$ cat config.mk
export PLATFORM = sky130hd
export DESIGN_NAME = ps2_port_regs
export DESIGN_NICKNAME = d
export VERILOG_FILES = /design/src/rtl/ps2r_pkg.sv /design/src/rtl/ps2r_decode.sv /design/src/rtl/ps2r_rx_path.sv /design/src/rtl/ps2_port_regs.sv
export SDC_FILE = /design/constraint.sdc
export NUM_CORES = 1
export LEC_CHECK = 0
export ABC_AREA = 1
export BUFFER_PORTS_ARGS = -buffer_cell sky130_fd_sc_hd__buf_2
export CAP_MARGIN = 10
export CORE_MARGIN = 2
export CORE_UTILIZATION = 35
export CTS_CLUSTER_DIAMETER = 50
export DETAILED_ROUTE_END_ITERATION = 8
export GPL_TIMING_DRIVEN = 0
export MAX_ROUTING_LAYER = met4
export REMOVE_ABC_BUFFERS = 1
export SETUP_SLACK_MARGIN = 0.3
export SLEW_MARGIN = 40
export SYNTH_ARGS = -nofsm -noshare
export SYNTH_HDL_FRONTEND = slang
export SYNTH_HIERARCHICAL = 1
export SYNTH_SLANG_ARGS = --single-unit
$ cat constraint.sdc
create_clock -name clk -period 2.89 [get_ports clk]
set_clock_uncertainty 0.1 [all_clocks]
set_input_delay 0.289 -clock clk [delete_from_list [all_inputs] [get_ports clk]]
set_output_delay 0.289 -clock clk [all_outputs]
set_load 0.03 [all_outputs]
$ cat src/rtl/ps2r_pkg.sv
// Package: shared constants, select type and identification bytes for the
// PS/2 port register front end. Assumes a 32-bit bus, word-indexed offsets.
package ps2r_pkg;

    localparam logic [9:0] IDX_CTRL = 10'd0;
    localparam logic [9:0] IDX_STAT = 10'd1;
    localparam logic [9:0] IDX_DATA = 10'd2;
    localparam logic [9:0] IDX_DIV  = 10'd3;
    localparam logic [9:0] IDX_IIR  = 10'd4;

    localparam int ST_TX_EMPTY = 6;
    localparam int ST_RX_FULL  = 4;
    localparam int ST_PARITY   = 2;

    localparam int CTRL_RX_IE  = 4;
    localparam int CTRL_TX_IE  = 3;

    // One-hot-style select bundle from the address decoder.
    typedef struct packed {
        logic ctrl;
        logic stat;
        logic data;
        logic div;
        logic iir;
        logic idwin;
        logic bad_rd;
        logic bad_wr;
    } ps2r_sel_t;

    // Identification byte for word n of the constant window.
    function automatic logic [7:0] id_byte(input logic [2:0] n);
        case (n)
            3'd0:    id_byte = 8'h50;
            3'd1:    id_byte = 8'h10;
            3'd2:    id_byte = 8'h04;
            3'd3:    id_byte = 8'h00;
            3'd4:    id_byte = 8'h0D;
            3'd5:    id_byte = 8'hF0;
            3'd6:    id_byte = 8'h05;
            default: id_byte = 8'hB1;
        endcase
    endfunction

endpackage

$ cat src/rtl/ps2r_decode.sv
// Module: address decoder. Turns a byte offset into register selects.
// Assumes the identification window is the top eight words of the space.
// Read and write legality differ: status, IIR and ID words are read-only.
module ps2r_decode
    import ps2r_pkg::*;
#(
    parameter int ADDR_W = 12
) (
    input  logic [ADDR_W-1:0] addr,
    output ps2r_sel_t         sel
);
    localparam int IDX_W = ADDR_W - 2;
    localparam logic [ADDR_W-1:0] ID_BASE = ADDR_W'((1 << ADDR_W) - 32);

    logic [IDX_W-1:0] idx;
    logic             known_rd;

    // Purpose: classify the offset into one register or an undefined slot.
    always_comb begin
        idx       = addr[ADDR_W-1:2];
        sel.idwin = (addr >= ID_BASE);
        sel.ctrl  = !sel.idwin && (idx == IDX_W'(IDX_CTRL));
        sel.stat  = !sel.idwin && (idx == IDX_W'(IDX_STAT));
        sel.data  = !sel.idwin && (idx == IDX_W'(IDX_DATA));
        sel.div   = !sel.idwin && (idx == IDX_W'(IDX_DIV));
        sel.iir   = !sel.idwin && (idx == IDX_W'(IDX_IIR));
        known_rd  = sel.ctrl | sel.stat | sel.data | sel.div | sel.iir | sel.idwin;
        sel.bad_rd = !known_rd;
        sel.bad_wr = !(sel.ctrl | sel.data | sel.div);
    end

    // a write-legal offset is always a read-legal one
    always_comb begin
        assert (!(sel.bad_rd && !sel.bad_wr));
    end

endmodule

$ cat src/rtl/ps2r_rx_path.sv
// Module: receive holding path. Keeps one pending byte from the device and
// the last byte handed to the host. Assumes the host read strobe for the
// data register arrives as rd_data and is a single-cycle event.
module ps2r_rx_path #(
    parameter int BYTE_W = 8
) (
    input  logic              clk,
    input  logic              rst_n,
    input  logic              rx_valid,
    input  logic [BYTE_W-1:0] rx_data,
    input  logic              rd_data,
    output logic              rx_ready,
    output logic              pending,
    output logic [BYTE_W-1:0] held,
    output logic [BYTE_W-1:0] last
);
    logic consume;
    logic accept;

    // Purpose: handshake and consume qualifiers.
    always_comb begin
        consume  = rd_data && pending;
        rx_ready = !pending || rd_data;
        accept   = rx_valid && rx_ready;
    end

    // Purpose: pending flag, held byte and last-read byte registers.
    always_ff @(posedge clk) begin
        if (!rst_n) begin
            pending <= 1'b0;
            held    <= '0;
            last    <= '0;
        end else begin
            if (consume) last <= held;
            if (accept)  held <= rx_data;
            if (accept)       pending <= 1'b1;
            else if (consume) pending <= 1'b0;
        end
    end

    // an accepted byte is pending on the next cycle
    a_r5_accept_sets_pending: assert property (@(posedge clk) disable iff (!rst_n)
        (rx_valid && rx_ready) |=> pending);

    // a consuming read with no new byte empties the holder
    a_r5_consume_clears: assert property (@(posedge clk) disable iff (!rst_n)
        (rd_data && pending && !rx_valid) |=> !pending);

    // a data read with nothing pending leaves the last byte alone
    a_r4_idle_read_keeps_last: assert property (@(posedge clk) disable iff (!rst_n)
        (rd_data && !pending) |=> $stable(last));

endmodule

$ cat src/rtl/ps2_port_regs.sv
// Module: PS/2 port register front end (top). Holds control and divisor
// words, builds status and interrupt words, forwards host bytes to the
// device side and drives a registered interrupt. Assumes at most one of
// bus_rd / bus_wr per cycle; read data is combinational.
module ps2_port_regs
    import ps2r_pkg::*;
#(
    parameter int ADDR_W = 12,
    parameter int DATA_W = 32,
    parameter int BYTE_W = 8
) (
    input  logic              clk,
    input  logic              rst_n,
    input  logic              bus_rd,
    input  logic              bus_wr,
    input  logic [ADDR_W-1:0] bus_addr,
    input  logic [DATA_W-1:0] bus_wdata,
    output logic [DATA_W-1:0] bus_rdata,
    input  logic              rx_valid,
    input  logic [BYTE_W-1:0] rx_data,
    output logic              rx_ready,
    output logic              tx_valid,
    output logic [BYTE_W-1:0] tx_data,
    output logic              irq,
    output logic              addr_err
);
    ps2r_sel_t         sel;
    logic [DATA_W-1:0] ctrl_q;
    logic [DATA_W-1:0] div_q;
    logic              pending;
    logic [BYTE_W-1:0] held;
    logic [BYTE_W-1:0] last;
    logic [DATA_W-1:0] stat_word;

    ps2r_decode #(.ADDR_W(ADDR_W)) u_decode (
        .addr (bus_addr),
        .sel  (sel)
    );

    ps2r_rx_path #(.BYTE_W(BYTE_W)) u_rx (
        .clk      (clk),
        .rst_n    (rst_n),
        .rx_valid (rx_valid),
        .rx_data  (rx_data),
        .rd_data  (bus_rd && sel.data),
        .rx_ready (rx_ready),
        .pending  (pending),
        .held     (held),
        .last     (last)
    );

    // Purpose: store control and divisor words on host writes.
    always_ff @(posedge clk) begin
        if (!rst_n) begin
            ctrl_q <= '0;
            div_q  <= '0;
        end else if (bus_wr) begin
            if (sel.ctrl) ctrl_q <= bus_wdata;
            if (sel.div)  div_q  <= bus_wdata;
        end
    end

    // Purpose: assemble the status word.
    always_comb begin
        stat_word = '0;
        stat_word[ST_TX_EMPTY] = 1'b1;
        stat_word[ST_RX_FULL]  = pending;
        stat_word[ST_PARITY]   = ^last;
    end

    // Purpose: read data multiplexer, zero when idle or undefined.
    always_comb begin
        bus_rdata = '0;
        if (bus_rd) begin
            if (sel.idwin)     bus_rdata = DATA_W'(id_byte(bus_addr[4:2]));
            else if (sel.ctrl) bus_rdata = ctrl_q;
            else if (sel.stat) bus_rdata = stat_word;
            else if (sel.data) bus_rdata = DATA_W'(pending ? held : last);
            else if (sel.div)  bus_rdata = div_q;
            else if (sel.iir)  bus_rdata = DATA_W'({1'b1, pending});
        end
    end

    // Purpose: registered interrupt, error pulse and transmit byte pulse.
    always_ff @(posedge clk) begin
        if (!rst_n) begin
            irq      <= 1'b0;
            addr_err <= 1'b0;
            tx_valid <= 1'b0;
            tx_data  <= '0;
        end else begin
            irq      <= (pending && ctrl_q[CTRL_RX_IE]) || ctrl_q[CTRL_TX_IE];
            addr_err <= (bus_rd && sel.bad_rd) || (bus_wr && sel.bad_wr);
            tx_valid <= bus_wr && sel.data;
            if (bus_wr && sel.data) tx_data <= bus_wdata[BYTE_W-1:0];
        end
    end

    // interrupt follows the pending/control terms one cycle later
    a_r6_irq_follows: assert property (@(posedge clk) disable iff (!rst_n)
        1'b1 |=> irq == $past((pending && ctrl_q[CTRL_RX_IE]) || ctrl_q[CTRL_TX_IE]));

    // a data write emits its low byte on the next cycle
    a_r8_tx_pulse: assert property (@(posedge clk) disable iff (!rst_n)
        (bus_wr && sel.data) |=> (tx_valid && tx_data == $past(bus_wdata[BYTE_W-1:0])));

    // the transmit pulse never lasts two cycles
    a_r8_tx_single: assert property (@(posedge clk) disable iff (!rst_n)
        (tx_valid && !$past(bus_wr)) |-> 1'b0 || !tx_valid);

    // an undefined read raises the error flag on the next cycle
    a_r9_err_pulse: assert property (@(posedge clk) disable iff (!rst_n)
        (bus_rd && sel.bad_rd) |=> addr_err);

    // status always reports transmit empty
    a_r3_tx_empty: assert property (@(posedge clk) disable iff (!rst_n)
        (bus_rd && sel.stat) |-> bus_rdata[ST_TX_EMPTY]);

    // undefined reads return zero
    a_r9_zero_read: assert property (@(posedge clk) disable iff (!rst_n)
        (bus_rd && sel.bad_rd) |-> (bus_rdata == '0));

endmodule

==> impl_results.rst, run 1 <==
.. list-table::
   :header-rows: 1

   * - Metric
     - Value
   * - Number of buffers added by the clock tree synthesis step
     - 9
   * - Maximum buffer depth of the clock tree
     - 2
   * - Yosys warning count
     - 6
   * - Max Transition Viols Final
     - 0
   * - Part of the cycle the worst path needs
     - 0.855
   * - Sum of buffers and inverters on the critical path
     - 4
   * - Core region area
     - 12700 um^2
   * - Wire per inst
     - 14.3 um
   * - Largest voltage drop on the vdd net
     - 0.000353 V
   * - Total Nets Final
     - 817
   * - Power Density
     - 469 nW/um^2
   * - Clock insertion delay at the later pin of the skew report
     - 0.34 ns
   * - Top post-synthesis cells by area
     - dfxtp_1 40%, nor2_1 15%, o21ai_0 9.0%
   * - Most used DFF post-synth
     - dfxtp_1
   * - CP peak stage delay
     - 0.27 ns
   * - DRC marker count from the first detailed-route iteration
     - 307
   * - Worst path cell trace
     - buf_2 > nor2_4 > nand2_2 > nor2_4 > nand2_2 > nor2_4 > clkinv_8 > nor3_4 > o211ai_1 > nand3_1 > nand2_1 > inv_1 > buf_6
   * - Clock tree from TritonCTS
     - built
   * - Clock edge transition at the registers on the reported setup and hold paths
     - 0.07 ns
   * - Sink count of the clock tree
     - 92
   * - Hold Crit Class
     - primary input to flip-flop
   * - Post-layout minimum cycle time
     - 2.47 ns
   * - Critical Path RT
     - 2.50 ns
   * - Number of antenna violations at the first check in global routing
     - 0
   * - Cell family with the largest share of critical-path delay
     - simple AND/OR/NAND/NOR gates
   * - Worst setup SP type
     - primary input
   * - Final setup TNS
     - 0 ns
   * - Via-per-instance ratio
     - 5.05
   * - Kind of end point of the critical path
     - primary output
   * - Count of input and output buffers
     - 98
   * - Die ar.
     - 14000 um^2
   * - Kind of critical path
     - primary input to primary output
   * - Synth Area per Inst
     - 6.84 um^2
   * - Placer Congestion
     - 0.884
   * - Overall routed net length
     - 13400 um
   * - Core Rows
     - 41
   * - Global-route wire length before repair
     - 21500 um
   * - CP arrival
     - 2.08 ns
   * - Post-DP Area
     - 5080 um^2
   * - Flop and latch count out of synthesis
     - 92
   * - Max transition margin
     - 0.504
   * - Total number of vias
     - 4734
   * - GRT Util Overall
     - 0.193
   * - Fillcell total
     - 1318
   * - Max Clk Rate
     - 405 MHz
   * - Proportion of synthesized flip-flops having asynchronous set or reset
     - 0
   * - Maximum number of pins on one net before global-route repair
     - 91
   * - Pleak
     - 0.00236 uW
   * - Slowest cell on the critical path
     - nor2_4
   * - Area growth from synthesis to layout
     - 23.2%
   * - Detailed-placement wirelength estimate
     - 8610 um
   * - Final Hold Viols
     - 0
   * - CP most frequent cell
     - nor2_4
   * - Share of final-layout standard cells stronger than drive strength 1
     - 0.246
   * - Total congestion overflow after global routing
     - 0
   * - Outcome
     - completed
   * - Effective utilization at floorplan
     - 0.361
   * - Chip width
     - 118 um
   * - Cts-stage hold buffer count
     - 0
   * - Area of the mapped netlist
     - 4580 um^2
   * - EDFF count, synth
     - 0
   * - Share of the yosys chip area belonging to registers
     - 0.403
   * - Number of global-route vias before repair
     - 4409
   * - Detailed Routing Iterations Pass 1
     - 5
   * - Setup repair after global routing missed its margin
     - false
   * - Y dimension of the die
     - 118 um
   * - Final design instance area without fill
     - 5640 um^2
   * - Antenna violation net count after detailed routing
     - 0
   * - Maximum fanout count along the critical path
     - 7
   * - Cell type with the largest total area after synthesis
     - dfxtp_1
   * - Number of different library cells in the post-synthesis netlist
     - 33
   * - Synth Instances
     - 669
   * - Max-cap check violation count
     - 0
   * - Clock Tree Root
     - clkbuf_16
   * - CTS H-tree lvls
     - 3
   * - Worst reg-to-reg setup slack
     - 1.71 ns
   * - Final routed DRC violation total
     - 0
   * - Top cell type's share of synthesized area
     - 0.403
   * - Transition at the pin with the smallest max-transition slack
     - 0.743 ns
   * - I/O pin count
     - 101
   * - Final setup viols
     - 0
==> stage by stage <==
stage / instances / hold slack [ns] / utilization / worst slack (ns) / total power [uW]
after floorplan: 627 / 0.310 / - / -1.34 / 1400
after global placement: 897 / 0.361 / 0.395 / -3.87 / 1490
after detailed placement: 903 / 0.367 / 0.401 / -0.110 / 1490
after CTS: 925 / 0.0867 / 0.431 / 0.352 / 2660
after global routing: 936 / 0.0980 / 0.445 / 0.285 / 2750
final: 937 / 0.102 / 0.445 / 0.419 / 2640
==> metal layers <==
layer / wire length, um / share of wire / GRT usage / up-vias
met2: 6500 / 0.49 / 0.318 / 157
li1: - / - / - / 2358
met4: 99 / 0.0074 / 0.0489 / 0
met1: 5780 / 0.43 / 0.238 / 2209
met3: 970 / 0.073 / 0.0473 / 10
met5: 0 / 0 / - / -
==> path summary, 6_finish.rpt <==
check,start,endpoint,depth (start not counted)
worst max-delay path,bus_addr[4],bus_rdata[5],13
worst min-delay path,bus_wdata[10],ctrl_q[10]$_SDFFE_PN0P_,3
worst max register to register,u_rx/pending$_SDFFE_PN0P_,u_rx/last[1]$_SDFFE_PN0P_,4
worst min register to register,ctrl_q[3]$_SDFFE_PN0P_,ctrl_q[3]$_SDFFE_PN0P_,2
==> cells by family (layout without fill, tap and decap cells) <==
| kind of cell | after synthesis | after routing | share of synthesized area |
|---|---|---|---|
| AND/OR/NAND/NOR | 336 | 336 | 0.310 |
| AO/OA/AOI/OAI | 154 | 154 | 0.190 |
| flip-flops | 92 | 92 | 0.403 |
| buffers and inverters | 86 | 181 | 0.0963 |
| XOR/XNOR | 1 | 1 | 0.00191 |
| other | 0 | 1 | 0 |
==> cell usage after synthesis, types with 2 or more instances <==
cell type / number
nand2_4: 2
inv_1: 37
clkbuf_1: 16
o21ai_1: 7
o211ai_1: 3
dfxtp_1: 92
nor2_2: 2
a21oi_1: 37
buf_2: 12
nand2_2: 4
o21ai_0: 82
nand2_1: 93
nor3_1: 3
a31oi_1: 4
nor2_1: 182
buf_4: 4
a21oi_2: 19
nor2_4: 3
inv_2: 5
nand3_1: 18
buf_6: 7
nand4_1: 26
==> layout make-up <==
type	count	area [um^2]	share of cell area
clock buffers	10	229	0.0406
repair buffers	120	727	0.129
multi-input cells	491	2360	0.418
well taps	172	215	0.0382
diodes	1	2.50	0.000444
inverters	44	181	0.0322
flip-flops and latches	92	1840	0.327
clock inverters	5	62.6	0.0111
repair inverters	2	17.5	0.00311
==> report_power, final <==
group          switching [uW]  total [uW]  internal, uW  leakage, uW
registers                13.5        1290          1280     0.000743
clock network             501        1170           671     0.000135
logic                     113         178          65.0      0.00148
total                     627        2640          2010      0.00236
==> placed cells by master (no fill, tap or decap), drive strengths merged <==
cell type  netlist  final
nor2           187    187
buf             25    119
nand2           99     99
dfxtp           92     92
o21ai           89     89
a21oi           56     56
inv             43     45
nand4           26     26
nand3           18     18
clkbuf          17     11
a31oi            4      4
nor3             4      4
o211ai           3      3
clkinv           1      3
clkinvlp         0      2
or2              2      2
diode            0      1
o31ai            1      1
xnor2            1      1
bufinv           0      1
a21boi           1      1
==> tightest hold or removal path: stages <==
cell	delay [ns]
buf_2	0.09
o21ai_1	0.06
nor2_1	0.07
==> state kept, by name, summed over array words and instances (netlist names) <==
| signal | cells |
|---|---|
| addr_err | 1 |
| ctrl_q | 32 |
| div_q | 32 |
| irq | 1 |
| tx_data | 8 |
| tx_valid | 1 |
| u_rx/held | 8 |
| u_rx/last | 8 |
| u_rx/pending | 1 |
==> timing repair <==
action / in CTS / in global routing
gates cloned: 0 / 2
endpoints found under the setup margin: 39 / 6
buffers inserted: 7 / 8
gates resized for setup: 6 / 23
pin swaps: 3 / 5
No activity file was read; power rests on OpenSTA's default activity.
==> run 2: changes to the inputs <==
--- a/config.mk
+++ b/config.mk
@@ -14,7 +14,6 @@
 export DETAILED_ROUTE_END_ITERATION = 8
 export GPL_TIMING_DRIVEN = 0
 export MAX_ROUTING_LAYER = met4
-export REMOVE_ABC_BUFFERS = 1
 export SETUP_SLACK_MARGIN = 0.3
 export SLEW_MARGIN = 40
 export SYNTH_ARGS = -nofsm -noshare
==> impl_results.rst, run 2 (synthesis results as in run 1) <==
.. list-table::
   :header-rows: 1

   * - Metric
     - Value
   * - Worst reg-to-reg setup slack
     - 1.81 ns (was 1.71 ns)
   * - Final setup TNS
     - 0 ns (unchanged)
   * - Total number of vias
     - 4620 (was 4734)
   * - Critical register-to-register path startpoint
     - u_rx/pending$_SDFFE_PN0P_ (unchanged)
   * - Number of buffers added by the clock tree synthesis step
     - 9 (unchanged)
   * - Fillcell total
     - 1368 (was 1318)
   * - Switching Share
     - 0.224 (was 0.237)
   * - Cell family with the largest share of critical-path delay
     - simple AND/OR/NAND/NOR gates (unchanged)
   * - Clock edge transition at the registers on the reported setup and hold paths
     - 0.06 ns (was 0.07 ns)
   * - Setup repair after global routing missed its margin
     - true (was false)
   * - Power Density
     - 476 nW/um^2 (was 469 nW/um^2)
   * - CP Launch Point
     - bus_addr[4] (unchanged)
   * - CP Depth
     - 13 (unchanged)
   * - Multi-input combinational cell area
     - 2300 um^2 (was 2360 um^2)
   * - CTS H-tree lvls
     - 3 (unchanged)
   * - Number of global-route vias before repair
     - 4429 (was 4409)
   * - Clock tree from TritonCTS
     - built (unchanged)
   * - Outcome
     - completed (unchanged)
   * - Antenna violation net count after detailed routing
     - 0 (unchanged)
   * - Fin worst setup slack
     - 0.418 ns (was 0.419 ns)
   * - Area growth from synthesis to layout
     - 21.9% (was 23.2%)
   * - Setup WS pre-CTS
     - 0.395 ns (was -0.110 ns)
   * - Leading cell type in the layout, fill and taps excluded
     - nor2_1 (unchanged)
   * - Chip width
     - 118 um (unchanged)
   * - Transition at the pin with the smallest max-transition slack
     - 0.505 ns (was 0.743 ns)
   * - Placer Congestion
     - 0.828 (was 0.884)
   * - Largest voltage drop on the vdd net
     - 0.000225 V (was 0.000353 V)
   * - Hold path depth
     - 3 (unchanged)
   * - Worst path cell trace
     - buf_2 > nor2_1 > nand2_2 > nor2_4 > nand2_2 > nor2_2 > inv_2 > buf_4 > a21oi_1 > o21ai_0 > nand3_1 > a21oi_1 > buf_2 (was buf_2 > nor2_4 > nand2_2 > nor2_4 > nand2_2 > nor2_4 > clkinv_8 > nor3_4 > o211ai_1 > nand3_1 > nand2_1 > inv_1 > buf_6)
   * - Sink count of the clock tree
     - 92 (unchanged)
   * - Sum of buffers and inverters on the critical path
     - 4 (unchanged)
   * - Clock insertion delay at the later pin of the skew report
     - 0.33 ns (was 0.34 ns)
   * - Worst reg2reg path endpoint
     - u_rx/held[2]$_SDFFE_PN0P_ (was u_rx/last[1]$_SDFFE_PN0P_)
   * - Cts-stage hold buffer count
     - 0 (unchanged)
   * - CP peak stage delay
     - 0.21 ns (was 0.27 ns)
   * - Number of antenna violations at the first check in global routing
     - 0 (unchanged)
   * - Count of input and output buffers
     - 97 (was 98)
   * - Syn nets
     - 726
   * - Part of the cycle the worst path needs
     - 0.855 (about the same)
   * - CP arrival
     - 2.08 ns (about the same)
   * - Final setup viols
     - 0 (unchanged)
   * - Effective utilization at floorplan
     - 0.361 (unchanged)
   * - Final routed DRC violation total
     - 0 (unchanged)
   * - Maximum fanout count along the critical path
     - 10 (was 7)
   * - Core Rows
     - 41 (unchanged)
   * - Max-cap check violation count
     - 0 (unchanged)
   * - Kind of end point of the critical path
     - primary output (unchanged)
   * - Storage element area
     - 1840 um^2 (about the same)
   * - Overall routed net length
     - 12900 um (was 13400 um)
   * - Internal
     - 2060 uW (was 2010 uW)
   * - Final Hold Viols
     - 0 (unchanged)
   * - Maximum buffer depth of the clock tree
     - 2 (unchanged)
   * - Combinational fraction of design power
     - 0.074 (was 0.067)
   * - Via-per-instance ratio
     - 4.85 (was 5.05)
   * - Post-layout minimum cycle time
     - 2.47 ns (about the same)
   * - Share of final-layout standard cells stronger than drive strength 1
     - 0.232 (was 0.246)
   * - Final-layout worst hold slack
     - 0.106 ns (was 0.102 ns)
   * - Critical Path RT
     - 2.50 ns (about the same)
   * - Y dimension of the die
     - 118 um (unchanged)
   * - Total congestion overflow after global routing
     - 0 (unchanged)
   * - Max Transition Viols Final
     - 0 (unchanged)
   * - GRT Util Overall
     - 0.191 (was 0.193)
   * - Die ar.
     - 14000 um^2 (unchanged)
   * - DRC marker count from the first detailed-route iteration
     - 349 (was 307)
   * - Wire per inst
     - 13.6 um (was 14.3 um)
   * - Diode count
     - 0 (was 1)
   * - Part of the total power dissipated in sequential elements
     - 0.486 (was 0.489)
   * - Clock Tree Root
     - clkbuf_16 (unchanged)
   * - I/O pin count
     - 101 (unchanged)
   * - NetSw
     - 595 uW (was 627 uW)
   * - Top flop regs
     - ctrl_q x32, div_q x32 (unchanged)
   * - Detailed-placement wirelength estimate
     - 9730 um (was 8610 um)
   * - Worst reg-to-reg path cell count
     - 4 (unchanged)
   * - Global-route wire length before repair
     - 21200 um (was 21500 um)
   * - Max transition margin
     - 0.664 (was 0.504)
   * - Hold Crit Class
     - primary input to flip-flop (unchanged)
   * - Clock network power share
     - 0.440 (was 0.443)
   * - Kind of critical path
     - primary input to primary output (unchanged)
   * - Commonest cells after routing, fill and taps aside
     - 181 x nor2_1, 109 x buf_2, 93 x nand2_1, 92 x dfxtp_1, 82 x o21ai_0 (was 178 x nor2_1, 95 x buf_2, 92 x nand2_1, 91 x dfxtp_1, 82 x o21ai_0)
   * - Detailed Routing Iterations Pass 1
     - 5 (unchanged)
   * - Slowest cell on the critical path
     - nor2_2 (was nor2_4)
   * - Maximum number of pins on one net before global-route repair
     - 14 (was 91)
   * - Worst setup path endpoint
     - bus_rdata[0] (was bus_rdata[5])
   * - Worst setup SP type
     - primary input (unchanged)
   * - Core region area
     - 12700 um^2 (unchanged)
   * - Total Nets Final
     - 834 (was 817)
   * - Max Clk Rate
     - 405 MHz (about the same)
   * - Pleak
     - 0.00237 uW (was 0.00236 uW)
## run 2: cell types whose count changed in the layout (fill, tap and decap cells not counted), moves of 3 or more
cell	delta
buf_2	+14
buf_4	-14
buf_6	+4
clkbuf_1	+14
inv_6	-3
nor2_1	+3
nor2_4	-3
nor3_4	-3
## run 2: how the worst min path moves through the flow
stage / start / endpoint / slack (ns)
after detailed placement: tx_data[6]$_SDFFE_PN0P_ / tx_data[6]$_SDFFE_PN0P_ / 0.37
after CTS: bus_wdata[23] / ctrl_q[23]$_SDFFE_PN0P_ / 0.10
final: bus_wdata[10] / ctrl_q[10]$_SDFFE_PN0P_ / 0.11
after global placement: tx_data[3]$_SDFFE_PN0P_ / tx_data[3]$_SDFFE_PN0P_ / 0.36
after global routing: bus_wdata[11] / ctrl_q[11]$_SDFFE_PN0P_ / 0.12
after floorplan: rst_n / u_rx/last[0]$_SDFFE_PN0P_ / 0.32
## run 2: tightest hold or removal path, cell delays in order
cell and delay [ns]:
buf_2 0.09, o21ai_1 0.06, nor2_1 0.07
## run 2: per-layer routing
metal  part of all wire  track usage
met1               0.47        0.242
met2               0.48        0.315
met3              0.042       0.0236
met4              0.015       0.0685
met5                  0            -
## run 2: timing repair
action	4_1_cts	5_1_grt
gates resized for setup	0	6
endpoints found under the setup margin	0	16
setup buffers	0	0
## run 2: area by class of cell
class,instances,share of cell area
plain buffers,42,0.0491
clock buffers,12,0.0460
clock inverters,2,0.00628
inverters,44,0.0303
multi-input cells,491,0.413
flip-flops and latches,92,0.330
well taps,172,0.0386
repair buffers,97,0.0870
## run 2: power by group through the flow
stage / Sequential (uW) / Clock (uW) / Combinational [uW]
6_report: 1290 / 1170 / 197
5_1_grt: 1290 / 1240 / 221
4_1_cts: 1290 / 1190 / 196
3_5_place_dp: 1320 / 0 / 195
3_3_place_gp: 1320 / 0 / 192
2_1_floorplan: 1320 / 0 / 112
## run 2: stage by stage
step | total power (uW) | util | cells | area (um^2)
global route | 2760 | 0.440 | 952 | 5580
CTS | 2680 | 0.439 | 952 | 5570
global placement | 1510 | 0.416 | 938 | 5280
detailed placement | 1510 | 0.416 | 938 | 5280
finish | 2660 | 0.440 | 952 | 5580
floorplan | 1430 | - | 669 | 4580
